<file path="src/rtl/kbc_pkg.sv">
package kbc_pkg;
  localparam logic [7:0] C_RD_MODE  = 8'h20;
  localparam logic [7:0] C_WR_MODE  = 8'h60;
  localparam logic [7:0] C_AUX_OFF  = 8'hA7;
  localparam logic [7:0] C_AUX_ON   = 8'hA8;
  localparam logic [7:0] C_AUX_TST  = 8'hA9;
  localparam logic [7:0] C_SELFTST  = 8'hAA;
  localparam logic [7:0] C_KBD_TST  = 8'hAB;
  localparam logic [7:0] C_KBD_OFF  = 8'hAD;
  localparam logic [7:0] C_KBD_ON   = 8'hAE;
  localparam logic [7:0] C_RD_IN    = 8'hC0;
  localparam logic [7:0] C_RD_OUT   = 8'hD0;
  localparam logic [7:0] C_WR_OUT   = 8'hD1;
  localparam logic [7:0] C_WR_KOB   = 8'hD2;
  localparam logic [7:0] C_WR_AOB   = 8'hD3;
  localparam logic [7:0] C_WR_AUX   = 8'hD4;
  localparam logic [7:0] C_A20_OFF  = 8'hDD;
  localparam logic [7:0] C_A20_ON   = 8'hDF;

  localparam int MB_KIRQ = 0;
  localparam int MB_AIRQ = 1;
  localparam int MB_KDIS = 4;
  localparam int MB_ADIS = 5;
  localparam int MB_XLAT = 6;
  localparam int OB_RST  = 0;
  localparam int OB_A20  = 1;

  localparam logic [7:0] MODE_RST = 8'h03;
  localparam logic [7:0] OUTP_RST = 8'h03;

  typedef enum logic [1:0] {Q_NONE, Q_CONST, Q_MODE, Q_OUTP} qsrc_e;

  typedef struct packed {
    logic       known;
    logic       arm;
    qsrc_e      qsrc;
    logic [7:0] qconst;
    logic       adis_set;
    logic       adis_clr;
    logic       kdis_set;
    logic       kdis_clr;
    logic       a20_set;
    logic       a20_clr;
    logic       selftest;
    logic       rst_req;
  } act_t;
endpackage

</file>
<file path="src/rtl/kbc_cmd_dec.sv">
module kbc_cmd_dec
  import kbc_pkg::*;
(
  input  logic [7:0] cmd_i,
  output act_t       act_o
);
  always_comb begin
    act_o = '0;
    if (cmd_i[7:4] == 4'hF) begin
      // pulse group: only bit 0 of the mask matters
      act_o.known   = 1'b1;
      act_o.rst_req = ~cmd_i[0];
    end else begin
      act_o.known = 1'b1;
      unique case (cmd_i)
        C_RD_MODE: act_o.qsrc = Q_MODE;
        C_RD_OUT:  act_o.qsrc = Q_OUTP;
        C_WR_MODE, C_WR_OUT, C_WR_KOB, C_WR_AOB, C_WR_AUX: act_o.arm = 1'b1;
        C_AUX_OFF: act_o.adis_set = 1'b1;
        C_AUX_ON:  act_o.adis_clr = 1'b1;
        C_KBD_OFF: act_o.kdis_set = 1'b1;
        C_KBD_ON:  act_o.kdis_clr = 1'b1;
        C_AUX_TST, C_KBD_TST: begin
          act_o.qsrc   = Q_CONST;
          act_o.qconst = 8'h00;
        end
        C_SELFTST: begin
          act_o.qsrc     = Q_CONST;
          act_o.qconst   = 8'h55;
          act_o.selftest = 1'b1;
        end
        C_RD_IN: begin
          act_o.qsrc   = Q_CONST;
          act_o.qconst = 8'h80;
        end
        C_A20_ON:  act_o.a20_set = 1'b1;
        C_A20_OFF: act_o.a20_clr = 1'b1;
        default:   act_o.known = 1'b0;
      endcase
    end
  end
endmodule

</file>
<file path="src/rtl/kbc_rst_pulse.sv">
module kbc_rst_pulse #(
  parameter int RST_CYC = 1200
) (
  input  logic clk_i,
  input  logic rst_ni,
  input  logic trig_i,
  output logic rst_no
);
  localparam int CW = $clog2(RST_CYC + 1);

  logic [CW-1:0] cnt_q;

  always_ff @(posedge clk_i or negedge rst_ni) begin
    if (!rst_ni)              cnt_q <= '0;
    else if (trig_i)          cnt_q <= CW'(RST_CYC);
    else if (cnt_q != '0)     cnt_q <= cnt_q - 1'b1;
  end

  assign rst_no = (cnt_q == '0);


  pulse_start_chk: assert property (@(posedge clk_i) disable iff (!rst_ni)
    trig_i |=> !rst_no);

  pulse_hold_chk: assert property (@(posedge clk_i) disable iff (!rst_ni)
    (!rst_no && cnt_q > CW'(1)) |=> !rst_no);
endmodule

</file>
<file path="src/rtl/kbc_irq_stat.sv">
module kbc_irq_stat
  import kbc_pkg::*;
(
  input  logic [7:0] mode_i,
  input  logic       selftest_i,
  input  logic       kbd_pend_i,
  input  logic       aux_pend_i,
  output logic       obf_o,
  output logic       aobf_o,
  output logic [7:0] status_o,
  output logic       irq_kbd_o,
  output logic       irq_aux_o
);
  // keyboard data wins over aux data
  assign obf_o     = kbd_pend_i | aux_pend_i;
  assign aobf_o    = aux_pend_i & ~kbd_pend_i;
  assign status_o  = {2'b00, aobf_o, 1'b1, 1'b1, selftest_i, 1'b0, obf_o};
  assign irq_kbd_o = kbd_pend_i & mode_i[MB_KIRQ] & ~mode_i[MB_KDIS];
  assign irq_aux_o = aobf_o & mode_i[MB_AIRQ];
endmodule

</file>
<file path="src/rtl/kbc_front.sv">
module kbc_front
  import kbc_pkg::*;
#(
  parameter int RST_CYC = 1200
) (
  input  logic       clk_i,
  input  logic       rst_ni,
  input  logic       wr_i,
  input  logic       cmd_i,
  input  logic [7:0] wdata_i,
  input  logic       kbd_pend_i,
  input  logic       aux_pend_i,
  output logic [7:0] status_o,
  output logic [7:0] mode_o,
  output logic [7:0] outport_o,
  output logic       a20_o,
  output logic       sys_rst_no,
  output logic       xlat_o,
  output logic       irq_kbd_o,
  output logic       irq_aux_o,
  output logic       kq_push_o,
  output logic [7:0] kq_data_o,
  output logic       aq_push_o,
  output logic [7:0] aq_data_o,
  output logic       kdev_wr_o,
  output logic [7:0] kdev_data_o,
  output logic       mdev_wr_o,
  output logic [7:0] mdev_data_o
);
  act_t       act;
  logic [7:0] mode_q, outp_q, pend_q, outp_view, qbyte;
  logic       selftest_q, obf, aobf, cmd_wr, dat_wr, rst_trig;

  assign cmd_wr = wr_i & cmd_i;
  assign dat_wr = wr_i & ~cmd_i;

  kbc_cmd_dec u_dec (.cmd_i(wdata_i), .act_o(act));

  kbc_irq_stat u_irq (
    .mode_i(mode_q), .selftest_i(selftest_q),
    .kbd_pend_i(kbd_pend_i), .aux_pend_i(aux_pend_i),
    .obf_o(obf), .aobf_o(aobf), .status_o(status_o),
    .irq_kbd_o(irq_kbd_o), .irq_aux_o(irq_aux_o)
  );

  assign outp_view = {outp_q[7:6], aobf, obf, outp_q[3:0]};

  always_comb begin
    unique case (act.qsrc)
      Q_CONST: qbyte = act.qconst;
      Q_MODE:  qbyte = mode_q;
      Q_OUTP:  qbyte = outp_view;
      default: qbyte = 8'h00;
    endcase
  end

  assign rst_trig = (cmd_wr & act.rst_req) |
                    (dat_wr & (pend_q == C_WR_OUT) & ~wdata_i[OB_RST]);

  kbc_rst_pulse #(.RST_CYC(RST_CYC)) u_pulse (
    .clk_i(clk_i), .rst_ni(rst_ni), .trig_i(rst_trig), .rst_no(sys_rst_no)
  );

  always_ff @(posedge clk_i or negedge rst_ni) begin
    if (!rst_ni) begin
      mode_q      <= MODE_RST;
      outp_q      <= OUTP_RST;
      pend_q      <= '0;
      selftest_q  <= 1'b0;
      kq_push_o   <= 1'b0;
      aq_push_o   <= 1'b0;
      kdev_wr_o   <= 1'b0;
      mdev_wr_o   <= 1'b0;
      kq_data_o   <= '0;
      aq_data_o   <= '0;
      kdev_data_o <= '0;
      mdev_data_o <= '0;
    end else begin
      kq_push_o <= 1'b0;
      aq_push_o <= 1'b0;
      kdev_wr_o <= 1'b0;
      mdev_wr_o <= 1'b0;
      if (cmd_wr) begin
        if (act.arm)      pend_q <= wdata_i;
        if (act.adis_set) mode_q[MB_ADIS] <= 1'b1;
        if (act.adis_clr) mode_q[MB_ADIS] <= 1'b0;
        if (act.kdis_set) mode_q[MB_KDIS] <= 1'b1;
        if (act.kdis_clr) mode_q[MB_KDIS] <= 1'b0;
        if (act.a20_set)  outp_q[OB_A20]  <= 1'b1;
        if (act.a20_clr)  outp_q[OB_A20]  <= 1'b0;
        if (act.selftest) selftest_q      <= 1'b1;
        if (act.qsrc != Q_NONE) begin
          kq_push_o <= 1'b1;
          kq_data_o <= qbyte;
        end
      end else if (dat_wr) begin
        pend_q <= '0;
        unique case (pend_q)
          C_WR_MODE: mode_q <= wdata_i;
          C_WR_OUT:  outp_q <= wdata_i;
          C_WR_KOB: begin kq_push_o <= 1'b1; kq_data_o   <= wdata_i; end
          C_WR_AOB: begin aq_push_o <= 1'b1; aq_data_o   <= wdata_i; end
          C_WR_AUX: begin mdev_wr_o <= 1'b1; mdev_data_o <= wdata_i; end
          default:  begin kdev_wr_o <= 1'b1; kdev_data_o <= wdata_i; end
        endcase
      end
    end
  end

  assign mode_o    = mode_q;
  assign outport_o = outp_view;
  assign a20_o     = outp_q[OB_A20];
  assign xlat_o    = mode_q[MB_XLAT];


  mode_load_chk: assert property (@(posedge clk_i) disable iff (!rst_ni)
    (dat_wr && pend_q == C_WR_MODE) |=> mode_o == $past(wdata_i));

  pend_clr_chk: assert property (@(posedge clk_i) disable iff (!rst_ni)
    dat_wr |=> pend_q == 8'h00);

  a20_on_chk: assert property (@(posedge clk_i) disable iff (!rst_ni)
    (cmd_wr && wdata_i == C_A20_ON) |=> a20_o);

  unsup_chk: assert property (@(posedge clk_i) disable iff (!rst_ni)
    (cmd_wr && !act.known) |=> ($stable(mode_q) && $stable(outp_q) &&
                                $stable(pend_q) && $stable(selftest_q) && !kq_push_o));

  push_excl_chk: assert property (@(posedge clk_i) disable iff (!rst_ni)
    $onehot0({kq_push_o, aq_push_o, kdev_wr_o, mdev_wr_o}));

  fwd_chk: assert property (@(posedge clk_i) disable iff (!rst_ni)
    (dat_wr && pend_q == 8'h00) |=> (kdev_wr_o && kdev_data_o == $past(wdata_i)));
endmodule

</file>
<file path="config.mk">
export PLATFORM = sky130hd
export DESIGN_NAME = kbc_front
export DESIGN_NICKNAME = d
export VERILOG_FILES = /design/src/rtl/kbc_pkg.sv /design/src/rtl/kbc_cmd_dec.sv /design/src/rtl/kbc_rst_pulse.sv /design/src/rtl/kbc_irq_stat.sv /design/src/rtl/kbc_front.sv
export SDC_FILE = /design/constraint.sdc
export NUM_CORES = 1
export LEC_CHECK = 0
export ABC_AREA = 1
export BUFFER_PORTS_ARGS = -buffer_cell sky130_fd_sc_hd__buf_2
export CORE_MARGIN = 3
export CORE_UTILIZATION = 40
export DETAILED_ROUTE_END_ITERATION = 8
export PLACE_DENSITY_LB_ADDON = 0.05
export SETUP_SLACK_MARGIN = 0.1
export SYNTH_ARGS = -nofsm -noshare
export SYNTH_HDL_FRONTEND = slang
export SYNTH_HIERARCHICAL = 1
export SYNTH_SLANG_ARGS = --single-unit
</file>
<file path="constraint.sdc">
create_clock -name clk_i -period 1.65 [get_ports clk_i]
set_clock_uncertainty 0.15 [all_clocks]
set_input_delay 0.165 -clock clk_i [delete_from_list [all_inputs] [get_ports clk_i]]
set_output_delay 0.165 -clock clk_i [all_outputs]
set_load 0.1 [all_outputs]
</file>
### Word-level counts from Yosys, hierarchy flattened

Index checks and enable logic that the tools add are counted.

| cells by class | value |
|---|---|
| add/subtract/negate cells | 1 |
| equal/unequal tests | 31 |
| multiplexer cells | 47 |
| bitwise operators | 17 |
| reductions and logical operators | 22 |

Operators by type and width:

| kind | number |
|---|---|
| 8-bit == test (second input constant) | 19 |
| 8-bit 2-to-1 mux | 7 |
| 1-bit 2-to-1 mux | 29 |
| 3-bit AND reduction | 9 |
| 8-bit one-hot mux with 3 select lines | 1 |
| 11-bit 2-to-1 mux | 2 |
| 18-bit 2-to-1 mux | 1 |
| 8-bit by 7-bit == test with 1-bit output (second input constant) | 2 |
| 8-bit one-hot mux with 2 select lines | 1 |
| 6-bit 2-to-1 mux | 2 |
| 2-bit nonzero test | 6 |
| 11-bit logical NOT | 1 |
| 11-bit nonzero test | 1 |
| 11-bit by 1-bit subtractor with 11-bit output (second input constant) | 1 |
| 5-bit OR reduction | 2 |
| 1-bit bitwise AND | 9 |
| 3-bit != test (second input constant) | 3 |
| 8-bit by 6-bit == test with 1-bit output (second input constant) | 1 |
| 2-bit 2-to-1 mux | 3 |
| 1-bit NOT | 6 |
| 2-bit one-hot mux with 3 select lines | 1 |
| 2-bit == test (second input constant) | 2 |
| 4-bit == test (second input constant) | 1 |
| 2-bit AND reduction | 2 |
| other kinds (5) | 6 |

| storage, ports and cells | value |
|---|---|
| register bits | 72 |
| bits of input ports | 14 |
| output and inout bits | 65 |
| word-level logic and storage cells | 134 |

### Longest topological paths before layout

| depth | value |
|---|---|
| depth after elaboration | 8 |
| mapped depth | 15 |
| gate-level depth less buffers | 15 |

### Cells and area by module

The synthesis kept the hierarchy.

By module, submodules not included:

| module | instances | cells an instance | area an instance (um^2) | seq. area each (um^2) |
|---|---|---|---|---|
| kbc_front | 1 | 341 | 2,803.9 | 1,481.4 |
| kbc_rst_pulse | 1 | 86 | 619.3 | 275.3 |
| kbc_cmd_dec | 1 | 78 | 381.6 | 0.0 |
| kbc_irq_stat | 1 | 19 | 106.4 | 0.0 |

### Least setup slack after synthesis

OpenSTA, ideal clock, no wires.

| timing | value |
|---|---|
| path kind | register to output |
| start point | reg mode_q[0], in the netlist mode_o[0] |
| end point | out irq_kbd_o |
| arrival time | 2.221 ns |
| data required time | 1.335 ns |
| path slack | -0.886 ns |
| stages on the path, launching flop included | 3 |
| path buffers | 0 |
| cells stage by stage | dfstp_2 -> nand2_1 -> nor2_1 |

| on the way | value |
|---|---|
| cells in the longest elaborated chain, start to end | 2 |

Ends and longest elaborated chain:

| element | line | RTL |
|---|---|---|
| from (decl) | kbc_front.sv:31 | `logic [7:0] mode_q, outp_q, pend_q, outp_view, qbyte;` |
| from (signal assigned) | kbc_front.sv:99 | `C_WR_MODE: mode_q <= wdata_i;` |
| 1-bit bitwise AND (2 in a row) | kbc_irq_stat.sv:18 | `assign irq_kbd_o = kbd_pend_i & mode_i[MB_KIRQ] & ~mode_i[MB_KDIS];` |
| to (decl) | kbc_front.sv:19 | `output logic irq_kbd_o,` |

No other way between the ends.

### Worst setup path after layout

| timing | value |
|---|---|
| start point | reg u_pulse.cnt_q[0] |
| end point | out sys_rst_no |

| on the way | value |
|---|---|
| cells in the longest elaborated chain, start to end | 1 |

Ends and longest elaborated chain:

| element | line | RTL |
|---|---|---|
| from (decl) | kbc_rst_pulse.sv:11 | `logic [CW-1:0] cnt_q;` |
| from (signal assigned) | kbc_rst_pulse.sv:15 | `else if (trig_i) cnt_q <= CW'(RST_CYC);` |
| from (signal assigned) | kbc_rst_pulse.sv:16 | `else if (cnt_q != '0) cnt_q <= cnt_q - 1'b1;` |
| 11-bit logical NOT | kbc_rst_pulse.sv:19 | `assign rst_no = (cnt_q == '0);` |
| to (decl) | kbc_front.sv:17 | `output logic sys_rst_no,` |

No other way between the ends.

==> results.py <==
metrics = {
    "critical_path": {
        "crit_type": "register to output port",
        "r2r_start": "u_pulse/cnt_q[0]",
        "cp_common_cell": "nand2_4",
        "reg2reg_to": "u_pulse/cnt_q[5]",
        "cpMaxStageDelayCell": "dfrtp_1",
        "worstPathMaxFanout": 2,
        "cp_data_arrival_time_ns": 1.47,
        "crit_start": "u_pulse/cnt_q[0]",
        "crit_chain": "inv_2 > ha_4 > nand2_4 > nor2_4 > nand2_4 > clkinvlp_4 > buf_12",
        "r2r_cells": 11,
        "start_kind": "register",
        "cp_num_buf_inv": 3,
        "critPathMaxStageDelay_ns": 0.40,
        "endpoint_kind": "output port",
        "cp.required_ns": 1.33,
        "crit_family": "flip-flops",
        "rrSetupSlack_ns": -0.12,
    },
    "sta": {
        "finalHoldViolations": 0,
        "fmax_mhz": 558.7,
        "rsz0062_at_grt": "true",
        "setup_violations": 9,
        "worst_slack_ns": -0.1398,
        "final.min_clock_period_ns": 1.790,
        "fin_hold_ws_ns": 0.04769,
        "slew_viol_final": 0,
        "finalCritPeriodShare_pct": 108.5,
    },
    "logic_synthesis": {
        "synth_cells": 512,
        "syn_avg_cell_area_um2": 7.541,
        "synth_area_um2": 3861,
        "yosys_warnings": 6,
    },
    "min_path": {
        "hp-class": "input port to register",
        "min_to": "outp_q[1]",
        "min_delay_path_depth": 4,
        "hold_path.startpoint": "cmd_i",
    },
    "placement": {
        "placed_area_um2": 4867,
        "dp_hpwl_um": 7876,
        "globalplace.congestion": 0.8759,
        "io_buffers": 73,
        "place_inst": 751,
    },
    "power": {
        "combPwrFrac_pct": 35.6,
        "p_sw_share_pct": 42.11,
        "p_int_mw": 3.284,
        "p_sw_mw": 2.389,
        "p_leak_nw": 3.089,
        "clock_power_share_pct": 26.8,
        "seqPwrFrac_pct": 37.6,
        "ir_drop_mv": 0.7539,
        "power_density_nw_per_um2": 970.6,
    },
    "global_route": {
        "overflow": 0,
        "antenna_found_initial": 0,
        "grt_pass1_vias": 3622,
        "grt_pass1_wl_um": 17750,
        "grt_max_degree": 71,
        "track_usage_pct": 20.56,
    },
    "clock_network": {
        "clk_latency_ns": 0.35,
        "clock-root-buffer": "clkbuf_8",
        "cts_made_buffers": 9,
        "htreeDepth": 3,
        "cts_tree": "done",
        "clkTransAtPathRegs_ns": 0.08,
        "clkSinkCount": 70,
        "cts_max_path_buffers": 2,
    },
    "drt": {
        "avgViaCountPerCell": 4.719,
        "firstDrtPassIters": 4,
        "routed_wirelength_um": 11440,
        "vias": 3775,
        "drt-initial-drc-count": 172,
        "ant_nets": 0,
        "routedWlPerCell_um": 14.29,
        "drc_errors": 0,
    },
    "cells_and_area": {
        "fin_nets": 681,
        "final_cells": 800,
        "area_growth_pct": 51.36,
        "drive_gt1_share_pct": 45.45,
        "fin_area_um2": 5844,
        "fillers": 828,
        "antenna_cells": 0,
    },
    "floorplan": {
        "start_util_pct": 41.40,
        "die_area_um2": 10870,
        "rows": 35,
        "ios": 79,
        "die_h_um": 104.3,
        "die_x_um": 104.3,
        "core_um2": 9328,
    },
    "status": {
        "failed_checks": "setup timing",
        "outcome": "finished, violations left",
    },
    "run": {
        "maxCapViolCount": 0,
    },
}
## how the worst max path moves through the flow
stage / endpoint / cells after the start
6_report: sys_rst_no / 7
2_1_floorplan: irq_kbd_o / 2
3_3_place_gp: kq_data_o[6] / 16
5_1_grt: sys_rst_no / 6
4_1_cts: sys_rst_no / 7
3_5_place_dp: kq_data_o[6] / 16
## power groups by stage
stage | Clock, mW | Combinational (mW) | Sequential (mW)
finish | 1.52 | 2.02 | 2.13
global placement | 0 | 1.84 | 2.15
detailed placement | 0 | 1.86 | 2.16
CTS | 1.57 | 1.94 | 2.13
floorplan | 0 | 0.652 | 2.97
global route | 1.63 | 2.14 | 2.17
## placed cells by master (no fill, tap or decap), types with 4 or more instances in the layout
cell type / count
o21ai_2: 9
o22ai_1: 4
nand2_4: 17
clkbuf_8: 9
nor2_4: 17
nand3_2: 9
nand3_1: 33
nand2_2: 32
buf_4: 66
dfrtp_1: 63
o21ai_0: 8
inv_1: 52
o21ai_1: 14
nand2_1: 127
buf_6: 20
nor2_1: 25
o21a_1: 17
buf_2: 59
nor2_2: 5
conb_1: 8
buf_12: 10
clkbuf_4: 5
inv_2: 14
nor3_1: 5
## worst reg2reg max path, cell delays in order, from the launching register on
cell,delay (ns)
dfrtp_1,0.40
inv_2,0.09
ha_4,0.15
nand2_4,0.06
nor2_4,0.12
nand2_4,0.07
buf_4,0.14
buf_6,0.10
buf_6,0.13
buf_6,0.13
nand3_1,0.06
nand3_1,0.07
## flip-flops by register name, summed over array words and instances (netlist names)
signal,cells
selftest_q,1
pend_q,8
mdev_wr_o,1
kq_data_o,8
u_pulse/cnt_q,11
kdev_wr_o,1
aq_push_o,1
aq_data_o,8
mdev_data_o,8
kq_push_o,1
mode_o,8
outp_q,6
kdev_data_o,8
## cell type report
class,instances,area [um^2],share of cell area (%)
Clock buffer,10,127.6,2.184
Timing Repair inverter,1,16.27,0.2783
Tap cell,129,161.4,2.762
Timing Repair Buffer,164,1314,22.48
Multi-Input combinational cell,350,2087,35.71
Inverter,70,284.0,4.860
Clock inverter,6,86.33,1.477
Sequential cell,70,1768,30.25
## metrics by stage
| stage | setup WS (ns) | TNS (ns) | util, % | power (mW) |
|---|---|---|---|---|
| after floorplan | -0.02893 | -0.02893 | - | 3.620 |
| after global placement | -0.1890 | -1.579 | 52.18 | 3.995 |
| after detailed placement | -0.1787 | -1.631 | 52.18 | 4.018 |
| after CTS | -0.1771 | -0.2747 | 58.28 | 5.635 |
| after global routing | -0.2190 | -2.503 | 62.66 | 5.946 |
| final | -0.1398 | -0.8633 | 62.66 | 5.672 |
## repair_timing
| action | 4_1_cts | 5_1_grt |
|---|---|---|
| setup endpoints to repair | 55 | 68 |
| buffers inserted | 17 | 12 |
| resized for setup | 49 | 105 |
| hold buffers | 2 | 0 |
| gates cloned | 2 | 1 |
| hold endpoints to repair | 70 | 0 |
| pin swaps | 18 | 33 |
## routing by layer
layer	share of wire, %	track usage (%)	vias up
met5	0	0	-
met4	0.59	6.743	0
met3	4.4	3.973	6
met2	50	33.94	97
met1	45	27.22	1781
li1	-	-	1891
Note: power is estimated with default switching activity, not from simulation.
